`src/rtl/ratdiv_pkg.sv`:
```
`timescale 1ns/1ps
package ratdiv_pkg;

  // Greatest common divisor, evaluated at elaboration time.
  function automatic int unsigned gcd_u(input int unsigned a_in, input int unsigned b_in);
    int unsigned a;
    int unsigned b;
    int unsigned t;
    a = a_in;
    b = b_in;
    while (b != 0) begin
      t = a % b;
      a = b;
      b = t;
    end
    return a;
  endfunction

endpackage

```
`src/rtl/ratdiv_acc.sv`:
```
`timescale 1ns/1ps
// Down-counting modular phase register; overflow is the subtract borrow.
module ratdiv_acc #(
  parameter int unsigned P  = 256,
  parameter int unsigned Q  = 78125,
  parameter int unsigned AW = 17
) (
  input  logic          clk,
  input  logic          rst,
  input  logic          en,
  output logic [AW-1:0] acc_q,
  output logic [AW-1:0] acc_nxt,
  output logic          borrow
);
  localparam logic [AW:0] STEP_PLUS1 = (AW+1)'(P + 1);
  localparam logic [AW:0] MODULUS    = (AW+1)'(Q);
  localparam logic [AW:0] ONE        = (AW+1)'(1);

  logic [AW:0] dec;
  logic [AW:0] sum;

  // acc - (P+1) borrows exactly when acc - P <= 0
  assign dec    = {1'b0, acc_q} - STEP_PLUS1;
  assign borrow = dec[AW];
  assign sum    = dec + ONE + (borrow ? MODULUS : '0);
  assign acc_nxt = sum[AW-1:0];

  always_ff @(posedge clk) begin
    if (rst) begin
      acc_q <= MODULUS[AW-1:0];
    end else if (en) begin
      acc_q <= acc_nxt;
    end
  end
endmodule

```
`src/rtl/ratdiv_out.sv`:
```
`timescale 1ns/1ps
// Registered strobe and square-wave outputs.
module ratdiv_out #(
  parameter int unsigned Q  = 78125,
  parameter int unsigned AW = 17
) (
  input  logic          clk,
  input  logic          rst,
  input  logic          en,
  input  logic          borrow,
  input  logic [AW-1:0] acc_nxt,
  output logic          tick_q,
  output logic          sq_q
);
  localparam logic [AW-1:0] HALF = AW'((Q + 1) / 2);

  always_ff @(posedge clk) begin
    if (rst) begin
      tick_q <= 1'b0;
      sq_q   <= 1'b0;
    end else if (en) begin
      tick_q <= borrow;
      sq_q   <= (acc_nxt < HALF);
    end else begin
      tick_q <= 1'b0;
    end
  end
endmodule

```
`src/rtl/ratdiv_top.sv`:
```
`timescale 1ns/1ps
module ratdiv_top #(
  parameter int unsigned NUM = 256,
  parameter int unsigned DEN = 78125
) (
  input  logic clk,
  input  logic rst,
  input  logic run_en,
  output logic ovf_pulse,
  output logic sq_out
);
  import ratdiv_pkg::*;

  localparam int unsigned G   = gcd_u(NUM, DEN);
  localparam int unsigned P_R = NUM / G;
  localparam int unsigned Q_R = DEN / G;
  localparam int unsigned AW  = $clog2(Q_R + 1);

  logic [AW-1:0] acc_q;
  logic [AW-1:0] acc_nxt;
  logic          borrow;

  ratdiv_acc #(.P(P_R), .Q(Q_R), .AW(AW)) i_acc (
    .clk    (clk),
    .rst    (rst),
    .en     (run_en),
    .acc_q  (acc_q),
    .acc_nxt(acc_nxt),
    .borrow (borrow)
  );

  ratdiv_out #(.Q(Q_R), .AW(AW)) i_out (
    .clk    (clk),
    .rst    (rst),
    .en     (run_en),
    .borrow (borrow),
    .acc_nxt(acc_nxt),
    .tick_q (ovf_pulse),
    .sq_q   (sq_out)
  );
endmodule

```
`config.mk`:
```
export PLATFORM = sky130hd
export DESIGN_NAME = ratdiv_top
export DESIGN_NICKNAME = d
export VERILOG_FILES = /design/src/rtl/ratdiv_pkg.sv /design/src/rtl/ratdiv_acc.sv /design/src/rtl/ratdiv_out.sv /design/src/rtl/ratdiv_top.sv
export SDC_FILE = /design/constraint.sdc
export NUM_CORES = 1
export LEC_CHECK = 0
export ABC_AREA = 1
export CORE_UTILIZATION = 65
export CTS_CLUSTER_DIAMETER = 50
export CTS_CLUSTER_SIZE = 12
export DETAILED_ROUTE_END_ITERATION = 6
export HOLD_SLACK_MARGIN = 0.05
export PLACE_DENSITY_LB_ADDON = 0.12
export SETUP_SLACK_MARGIN = 0.05
export SYNTH_ARGS = -nofsm -noshare
export SYNTH_HDL_FRONTEND = slang
export SYNTH_HIERARCHICAL = 1
export SYNTH_SLANG_ARGS = --single-unit
```
`constraint.sdc`:
```
create_clock -name clk -period 7.7 [get_ports clk]
set_input_delay 1.155 -clock clk [delete_from_list [all_inputs] [get_ports clk]]
set_output_delay 1.155 -clock clk [all_outputs]
set_load 0.1 [all_outputs]
```
==> flow_metrics.py, run 1 <==
metrics = {
    "status": {
        "status": "complete, no violations",
    },
    "placed_design": {
        "port_buffers": 4,
        "hpwl_um": 3513,
        "dp_slack_ns": 4.300,
        "gp_congestion": 1.012,
    },
    "setup_path": {
        "arrival_ns": 3.77,
        "critPathMaxFanout": 7,
        "crit_buf_inv": 1,
        "cp_cell_sequence": "nor2_4, nand3_1, nand2_2, nand4_1, inv_1, ha_1, nand3_1, o21ai_0, nand3_1, nand2_1, nand2_1, nand2_1, nand3b_1, nand2_1, nand2_1, and2_1, nor2_1, o21ai_0, a21oi_2, nand2_1, a21oi_2",
        "crit_family": "simple AND/OR/NAND/NOR gates",
        "critical_path.max_stage_delay_ns": 0.50,
        "rr_worst_depth": 21,
        "critical_path.endpoint_type": "register",
        "crit_slowest_cell": "dfxtp_1",
        "crit_type": "reg -> reg",
        "rrSetupSlack_ns": 4.17,
        "cp-start-kind": "register",
        "crit_top_cell": "nand2_1",
        "crit_required_ns": 7.94,
        "worstSetupPathDepth": 21,
    },
    "sta": {
        "slew_headroom": 0.3436,
        "fin_skew_ns": 0.007117,
        "timing.final.crit_share": 0.4587,
        "setup_slack_ns": 4.168,
        "worst_pin_slew_ns": 0.9816,
        "min_period_ns": 3.532,
        "final_max_slew_viol_count": 0,
        "tns_ns": 0,
        "fmax_mhz": 283.1,
        "hold_viol": 0,
        "finalSetupViolations": 0,
        "grt_setup_unrepaired": "no",
    },
    "clock_tree": {
        "cts_buffers": 3,
        "cts_tree": "done",
        "clkSinkCount": 19,
        "insertion_delay_ns": 0.31,
        "hold_buffers": 0,
        "cts_resized": 0,
        "cts_max_path_buffers": 2,
        "cts_root_buf": "clkbuf_4",
        "clk_pin_slew_ns": 0.12,
        "h-tree-depth": 1,
        "postCtsSetupRepairBufs": 0,
    },
    "final_layout": {
        "nets": 330,
        "insertedDiodeCount": 0,
        "syn2layout_area_growth_pct": 5.162,
        "drive_above_1_share": 0.1167,
        "final_cell_mix": "nand2_1 (78), inv_1 (53), nand3_1 (28)",
        "final_common_cell": "nand2_1",
        "final_core_util": 0.7210,
    },
    "power": {
        "power.leakage_nw": 1.016,
        "power_mw": 0.2683,
        "powerDensity_mw_per_mm2": 134.9,
        "max-vdd-ir-drop_mv": 0.1310,
    },
    "global_routing": {
        "grt_pass1_vias": 1757,
        "gr-usage-all-layers": 0.3157,
        "grt_max_degree": 22,
        "globalRouteOverflowTotal": 0,
        "grt_pass1_wl_um": 7831,
        "antenna_found_initial": 0,
    },
    "drt": {
        "vias": 1937,
        "postRouteAntennaNets": 0,
        "wl_um": 4467,
        "drt-pass1-iter-count": 4,
        "via_per_inst": 5.566,
        "avgRoutedWirePerCell_um": 12.84,
        "route.detailed.drc": 0,
        "drtIter0Drc": 118,
    },
    "floorplan": {
        "core_mm2": 0.002758,
        "fp.dieW_um": 55.93,
        "die_area_mm2": 0.003128,
        "ioPinCount": 5,
        "num_rows": 19,
        "fp.dieH_um": 55.93,
        "start_util": 0.6856,
    },
    "synthesis": {
        "syn_nets": 324,
        "ys_types": 33,
        "synth.top_cell.area_share": 0.2012,
        "seq_area_frac_synth": 0.2012,
        "ys.warnings.count": 6,
        "yosys-top-cells-area": "dfxtp_1 (20%), nand2_1 (15%), inv_1 (11%), nand3_1 (7.4%), ha_1 (6.0%)",
        "synthCells": 312,
        "syn_area_mm2": 0.001891,
        "yosysTopAreaCell": "dfxtp_1",
        "ys_seq_elements": 19,
        "syn_area_per_cell_um2": 6.059,
    },
    "job": {
        "cap_violations": 0,
    },
    "worst_hold_path": {
        "min_path_cells": 2,
        "hp-class": "reg -> reg",
    },
}
==> cells by family (layout without fill, tap and decap cells) <==
| group | Yosys count | after routing | synth area share |
|---|---|---|---|
| and+or+nand+nor | 168 | 168 | 0.4163 |
| buffers and inverters | 59 | 64 | 0.1178 |
| AOI/OAI and AO/OA | 41 | 41 | 0.1271 |
| DFF | 19 | 19 | 0.2012 |
| xor gates and xnor gates | 16 | 16 | 0.07809 |
| adders and majority gates | 9 | 9 | 0.05956 |
==> cells in the mapped netlist (all sizes together) <==
library cell	n
a31o	1
or2	2
ha	9
a21boi	2
nor3	6
nand3b	2
buf	1
dfxtp	19
clkbuf	3
xnor2	4
o21ai	13
nand3	31
xor2	12
a21oi	22
o21a	1
and2	2
o211ai	2
nand2	86
nand4	3
nor2	36
inv	55
==> report_power, final <==
group	total (mW)	internal, mW	switching [mW]
Clock	0.0535	0.0194	0.0341
Combinational	0.100	0.0338	0.0662
Sequential	0.115	0.106	0.00912
==> cell type report <==
class | count | area, um^2
Multi-Input combinational cell | 234 | 1287
Fill cell | 240 | 769.5
Clock inverter | 1 | 5.005
Sequential cell | 19 | 380.4
Clock buffer | 3 | 22.52
Inverter | 55 | 206.4
Tap cell | 31 | 38.79
Timing Repair Buffer | 5 | 47.55
==> final timing paths <==
kind / startpoint / endpoint
max reg2reg: i_acc/acc_q[2] / i_out/sq_q
min: i_out/sq_q / i_out/sq_q
min reg2reg: i_out/sq_q / i_out/sq_q
max: i_acc/acc_q[2] / i_out/sq_q
==> metal layers <==
metal  wire length, um  global-route usage  share of wire  vias to the layer above
li1                  -                   -              -                      995
met1              2142              0.4673           0.48                      857
met2              1869              0.4716           0.42                       74
met3               395             0.05116          0.088                       11
met4                61             0.09408          0.014                        0
met5                 0                   0              0                        -
==> worst min-delay path, cell delays in order (launching register included) <==
cell and delay [ns]:
dfxtp_1 0.33, nand2_1 0.07, a21oi_2 0.05
==> state kept, by name, indices dropped and copies added (netlist names) <==
register      count
i_acc/acc_q      17
i_out/sq_q        1
i_out/tick_q      1
==> through the flow <==
stage	hold WS (ns)	std cells	area, um^2
finish	0.4902	348	1988
global placement	0.4783	344	1961
detailed placement	0.4719	344	1961
floorplan	0.4649	312	1891
global route	0.5206	348	1988
CTS	0.4915	348	1988
Note: power is estimated with default switching activity, not from simulation.
==> inputs of run 2 (changes only) <==
Settings changed: CORE_UTILIZATION 65 to 62.
Clock period 7.7 ns to 3.65 ns, I/O delays scaled along.
==> flow_metrics.py, run 2 (same netlist as run 1, synthesis figures left out) <==
metrics = {
    "power": {
        "p_int_mw": 0.3391,
        "power.leakage_nw": 1.029,
        "max-vdd-ir-drop_mv": 0.2258,
        "p_sw_frac": 0.4073,
        "p_sw_mw": 0.2330,
        "pwr-share-seq": 0.424,
        "powerDensity_mw_per_mm2": 283.0,
        "clkPwrFrac": 0.198,
        "p_comb_frac": 0.377,
    },
    "floorplan": {
        "ioPinCount": 5,
        "fp.dieH_um": 57.22,
        "start_util": 0.6683,
        "num_rows": 19,
        "die_area_mm2": 0.003274,
        "fp.dieW_um": 57.22,
        "core_mm2": 0.002829,
    },
    "clock_tree": {
        "cts_max_path_buffers": 2,
        "cts_buffers": 3,
        "clkSinkCount": 19,
        "cts_root_buf": "clkbuf_4",
        "clk_pin_slew_ns": 0.12,
        "h-tree-depth": 1,
        "hold_buffers": 0,
        "cts_tree": "done",
        "insertion_delay_ns": 0.30,
    },
    "setup_path": {
        "rr_worst_depth": 20,
        "cp_cell_sequence": "nor2_1, nand3_1, nand2_2, nand4_1, inv_2, ha_1, a21oi_1, o21a_1, nor2_1, nor2_2, nor2_4, a21boi_1, xor2_1, inv_1, nor2_2, nand2_1, nor3_1, nand2_1, nand2_1, a21oi_2",
        "crit_type": "reg -> reg",
        "arrival_ns": 3.51,
        "critical_path.endpoint_type": "register",
        "crit_required_ns": 3.82,
        "crit_slowest_cell": "dfxtp_1",
        "cp-start-kind": "register",
        "critical_path.max_stage_delay_ns": 0.39,
        "crit_top_cell": "nand2_1",
        "critPathMaxFanout": 5,
    },
    "final_layout": {
        "largest_reg_flops": 17,
        "drive_above_1_share": 0.1344,
        "final_cell_mix": "nand2_1 (78), inv_1 (52), nand3_1 (28)",
        "nets": 333,
        "largest_register": "i_acc/acc_q",
        "final_common_cell": "nand2_1",
        "final_cells": 351,
        "seq_area_um2": 381.6,
        "multi_input_area_mm2": 0.001297,
        "reg_top3": "i_acc/acc_q (17), i_out/sq_q (1), i_out/tick_q (1)",
        "insertedDiodeCount": 0,
        "syn2layout_area_growth_pct": 6.949,
        "fillers": 262,
    },
    "global_routing": {
        "grt_pass1_wl_um": 7638,
        "globalRouteOverflowTotal": 0,
        "grt_max_degree": 22,
        "grt_pass1_vias": 1726,
        "antenna_found_initial": 0,
        "gr-usage-all-layers": 0.2989,
    },
    "placed_design": {
        "dp_slack_ns": 0.2294,
        "hpwl_um": 3476,
        "port_buffers": 4,
        "gp_congestion": 0.9524,
        "numPlacedInstances": 344,
    },
    "drt": {
        "route.detailed.drc": 0,
        "vias": 1922,
        "wl_um": 4454,
        "drtIter0Drc": 123,
        "avgRoutedWirePerCell_um": 12.69,
        "via_per_inst": 5.476,
        "drt-pass1-iter-count": 6,
        "postRouteAntennaNets": 0,
    },
    "worst_hold_path": {
        "min_path_cells": 2,
        "hp-class": "reg -> reg",
    },
    "sta": {
        "timing.final.crit_share": 0.9124,
        "worst_pin_slew_ns": 0.9809,
        "setup_slack_ns": 0.3196,
        "min_period_ns": 3.330,
        "grt_setup_unrepaired": "no",
        "tns_ns": 0,
        "finalSetupViolations": 0,
        "hold_viol": 0,
        "fmax_mhz": 300.3,
        "final_max_slew_viol_count": 0,
        "fin_skew_ns": 0.0008315,
        "slew_headroom": 0.3440,
        "holdWs_ns": 0.4886,
    },
    "job": {
        "cap_violations": 0,
    },
    "status": {
        "status": "complete, no violations",
    },
}
[run 2: per-layer routing]
layer	vias to the layer above	track usage	routed length, um
met5	-	0	0
met4	0	0.06969	42
met3	4	0.04762	446
met2	72	0.4622	1857
met1	845	0.4364	2107
li1	1001	-	-
[run 2: area by class of cell]
type	instances	area share
inverter	55	0.1021
multi-input combinational	234	0.6417
timing repair buffer	8	0.03465
clock inverter	1	0.002475
sequential	19	0.1887
clock buffer	3	0.01114
tap	31	0.01918
[run 2: repair_timing]
item,in CTS,in global routing
endpoints found under the setup margin,0,1
buffers inserted,0,3
gates resized for setup,0,5
[run 2: worst paths after layout]
check                    end      startpoint  slack [ns]
setup / recovery  i_out/sq_q  i_acc/acc_q[3]        0.32
hold / removal    i_out/sq_q      i_out/sq_q        0.49
setup reg to reg  i_out/sq_q  i_acc/acc_q[3]        0.32
hold reg to reg   i_out/sq_q      i_out/sq_q        0.49
[run 2: worst max-delay path, delay by kind of cell (launching register included)]
| kind | cells | cell delay [ns] |
|---|---|---|
| and+or+nand+nor | 12 | 1.50 |
| adders and majority gates | 1 | 0.27 |
| buffers and inverters | 2 | 0.21 |
| DFF | 1 | 0.39 |
| xor gates and xnor gates | 1 | 0.21 |
| AOI/OAI and AO/OA | 4 | 0.61 |
[run 2: through the flow]
stage                       util  power, mW  area, um^2
final                     0.7147     0.5722        2022
after global routing      0.7147     0.6160        2022
after CTS                 0.7028     0.5673        1988
after detailed placement  0.6931     0.4519        1961
after global placement    0.6931     0.4496        1961
after floorplan                -     0.4075        1891
[run 2: power by group through the flow]
stage / combinational, mW / sequential (mW) / clock [mW]
2_1_floorplan: 0.163 / 0.244 / 0
3_3_place_gp: 0.203 / 0.246 / 0
3_5_place_dp: 0.206 / 0.246 / 0
4_1_cts: 0.207 / 0.242 / 0.119
5_1_grt: 0.242 / 0.245 / 0.129
6_report: 0.216 / 0.243 / 0.113
==> inputs of run 3 (changes only) <==
Settings changed: CORE_UTILIZATION 62 to 56, SYNTH_HIERARCHICAL 1 to unset.
Clock period 3.65 ns to 2.7 ns, I/O delays scaled along.
==> flow_metrics.py, run 3 <==
metrics = {
    "status": {
        "status": "complete, but fails checks",
        "violations": "setup timing",
    },
    "synthesis": {
        "yosys-top-cells-area": "dfxtp_1 (21%), nand2_1 (16%), inv_1 (7.8%), nand3_1 (6.6%), ha_1 (6.2%)",
        "synthTopCellsByCount": "nand2_1 (78), inv_1 (38), nor2_1 (30)",
        "ys_seq_elements": 19,
        "ys_types": 27,
        "syn_area_per_cell_um2": 6.171,
        "synthArstFlopShare": 0,
        "yosysMostFrequentCell": "nand2_1",
        "seq_area_frac_synth": 0.2082,
        "synth_edf_count": 0,
        "synthCells": 296,
        "syn_nets": 308,
        "synth_ff_type": "dfxtp_1",
        "syn_area_mm2": 0.001827,
        "yosysTopAreaCell": "dfxtp_1",
        "ys.warnings.count": 0,
        "synth.top_cell.area_share": 0.2082,
    },
    "sta": {
        "holdWs_ns": 0.4974,
        "worst_pin_slew_ns": 0.7393,
        "timing.final.crit_share": 1.053,
        "fin_skew_ns": 0.003021,
        "min_period_ns": 2.842,
        "final_max_slew_viol_count": 0,
        "hold_viol": 0,
        "tns_ns": -0.2827,
        "finalSetupViolations": 4,
        "grt_setup_unrepaired": "yes",
        "setup_slack_ns": -0.1423,
        "fmax_mhz": 351.8,
        "slew_headroom": 0.5066,
    },
    "setup_path": {
        "crit_buf_inv": 3,
        "crit_type": "reg -> reg",
        "crit_required_ns": 2.92,
        "critPathMaxFanout": 5,
        "cp_cell_sequence": "nor2_4, inv_2, nor3_2, inv_1, nor2_4, nand3_4, ha_4, inv_4, ha_4, nand2_2, nor2_2, nor2_2, nor2_1, nand2_1, a21oi_2, nand2_4, nand2_4, nand4_1, a21oi_2, nor2_4, nand2_1, a21oi_2",
        "crit_slowest_cell": "dfxtp_2",
        "arrival_ns": 3.06,
        "cp-start-kind": "register",
        "crit_family": "simple AND/OR/NAND/NOR gates",
        "critical_path.max_stage_delay_ns": 0.36,
        "critical_path.endpoint_type": "register",
    },
    "final_layout": {
        "largest_register": "i_acc.acc_q",
        "final_cell_mix": "nand2_1 (68), buf_4 (50), inv_1 (34)",
        "final_cells": 392,
        "syn2layout_area_growth_pct": 33.56,
        "nets": 361,
        "insertedDiodeCount": 0,
        "reg_top3": "i_acc.acc_q (17), i_out.sq_q (1), i_out.tick_q (1)",
        "final_common_cell": "nand2_1",
        "final_core_util": 0.7927,
        "design_area_mm2": 0.002440,
        "largest_reg_flops": 17,
        "drive_above_1_share": 0.3592,
    },
    "power": {
        "p_sw_frac": 0.3948,
        "clkPwrFrac": 0.183,
        "p_int_mw": 0.5220,
        "p_comb_frac": 0.449,
        "p_sw_mw": 0.3405,
        "pwr-share-seq": 0.368,
        "max-vdd-ir-drop_mv": 0.3333,
        "powerDensity_mw_per_mm2": 353.5,
        "power.leakage_nw": 1.267,
    },
    "global_routing": {
        "grt_max_degree": 25,
        "antenna_found_initial": 0,
        "globalRouteOverflowTotal": 0,
        "gr-usage-all-layers": 0.3050,
        "grt_pass1_wl_um": 7976,
        "grt_pass1_vias": 1766,
    },
    "clock_tree": {
        "hold_buffers": 0,
        "cts_buffers": 3,
        "clkSinkCount": 19,
        "cts_root_buf": "clkbuf_4",
        "h-tree-depth": 1,
        "cts_max_path_buffers": 2,
        "cts_tree": "done",
        "clk_pin_slew_ns": 0.12,
        "insertion_delay_ns": 0.31,
    },
    "drt": {
        "drt-pass1-iter-count": 4,
        "drtIter0Drc": 112,
        "wl_um": 5260,
        "avgRoutedWirePerCell_um": 13.42,
        "route.detailed.drc": 0,
        "via_per_inst": 5.191,
        "vias": 2035,
        "postRouteAntennaNets": 0,
    },
    "floorplan": {
        "num_rows": 20,
        "start_util": 0.5935,
        "ioPinCount": 5,
        "core_mm2": 0.003078,
        "die_area_mm2": 0.003495,
        "fp.dieW_um": 59.12,
        "fp.dieH_um": 59.12,
    },
    "placed_design": {
        "hpwl_um": 3476,
        "placedInstanceArea_mm2": 0.002150,
        "gp_congestion": 0.8887,
        "numPlacedInstances": 373,
        "port_buffers": 4,
    },
    "job": {
        "cap_violations": 0,
    },
    "worst_hold_path": {
        "hp-class": "reg -> reg",
    },
}
[run 3: cells by family after synthesis]
group / synth area share
flip-flops: 0.2082
buffers and inverters: 0.1007
XOR/XNOR: 0.06712
AO/OA/AOI/OAI: 0.1158
adder cells (fa/ha/maj): 0.06164
AND/OR/NAND/NOR: 0.4466
[run 3: routing by layer]
metal	GRT usage	wire length, um	up-vias
met3	0.02620	305	8
li1	-	-	1045
met1	0.4477	2524	926
met5	0	0	-
met4	0.09864	76	0
met2	0.4692	2353	56
[run 3: through the flow]
stage	worst slack (ns)	power (mW)
floorplan	0.05329	0.5281
global placement	-0.03909	0.6308
detailed placement	-0.1127	0.6339
CTS	-0.07245	0.8254
global route	-0.3244	0.9124
finish	-0.1423	0.8625
[run 3: worst reg2reg max path, cell delays in order, from the launching register on]
cell	delay (ns)
dfxtp_2	0.36
nor2_4	0.12
inv_2	0.05
nor3_2	0.13
inv_1	0.10
nor2_4	0.14
nand3_4	0.10
ha_4	0.18
inv_4	0.06
ha_4	0.13
nand2_2	0.05
nor2_2	0.12
nor2_2	0.06
nor2_1	0.08
nand2_1	0.08
a21oi_2	0.20
nand2_4	0.08
nand2_4	0.09
nand4_1	0.19
a21oi_2	0.24
nor2_4	0.06
nand2_1	0.07
a21oi_2	0.04
[run 3: repair_timing]
action	CTS	global route
pin swaps	16	20
setup endpoints to repair	5	12
gates resized for setup	23	21
setup buffers	11	4
[run 3: power by group through the flow]
stage               logic (mW)  registers (mW)  clock network (mW)
CTS                      0.348           0.315               0.162
finish                   0.387           0.317               0.158
floorplan                0.202           0.326                   0
global route             0.425           0.319               0.168
detailed placement       0.316           0.318                   0
global placement         0.313           0.318                   0
[run 3: area by class of cell]
cell class                      instances  area (um^2)
Fill cell                             210        638.1
Tap cell                               44        55.05
Sequential cell                        19        390.4
Inverter                               45        171.4
Multi-Input combinational cell        228         1400
Timing Repair Buffer                   52        395.4
Clock buffer                            3        22.52
Clock inverter                          1        5.005
[run 3: worst paths after layout]
path,cells past startpoint,to,startpoint,slack [ns]
setup reg to reg,22,i_out.sq_q,i_acc.acc_q[9],-0.14
setup / recovery,22,i_out.sq_q,i_acc.acc_q[9],-0.14
hold / removal,2,i_acc.acc_q[1],i_acc.acc_q[1],0.50
hold reg to reg,2,i_acc.acc_q[1],i_acc.acc_q[1],0.50
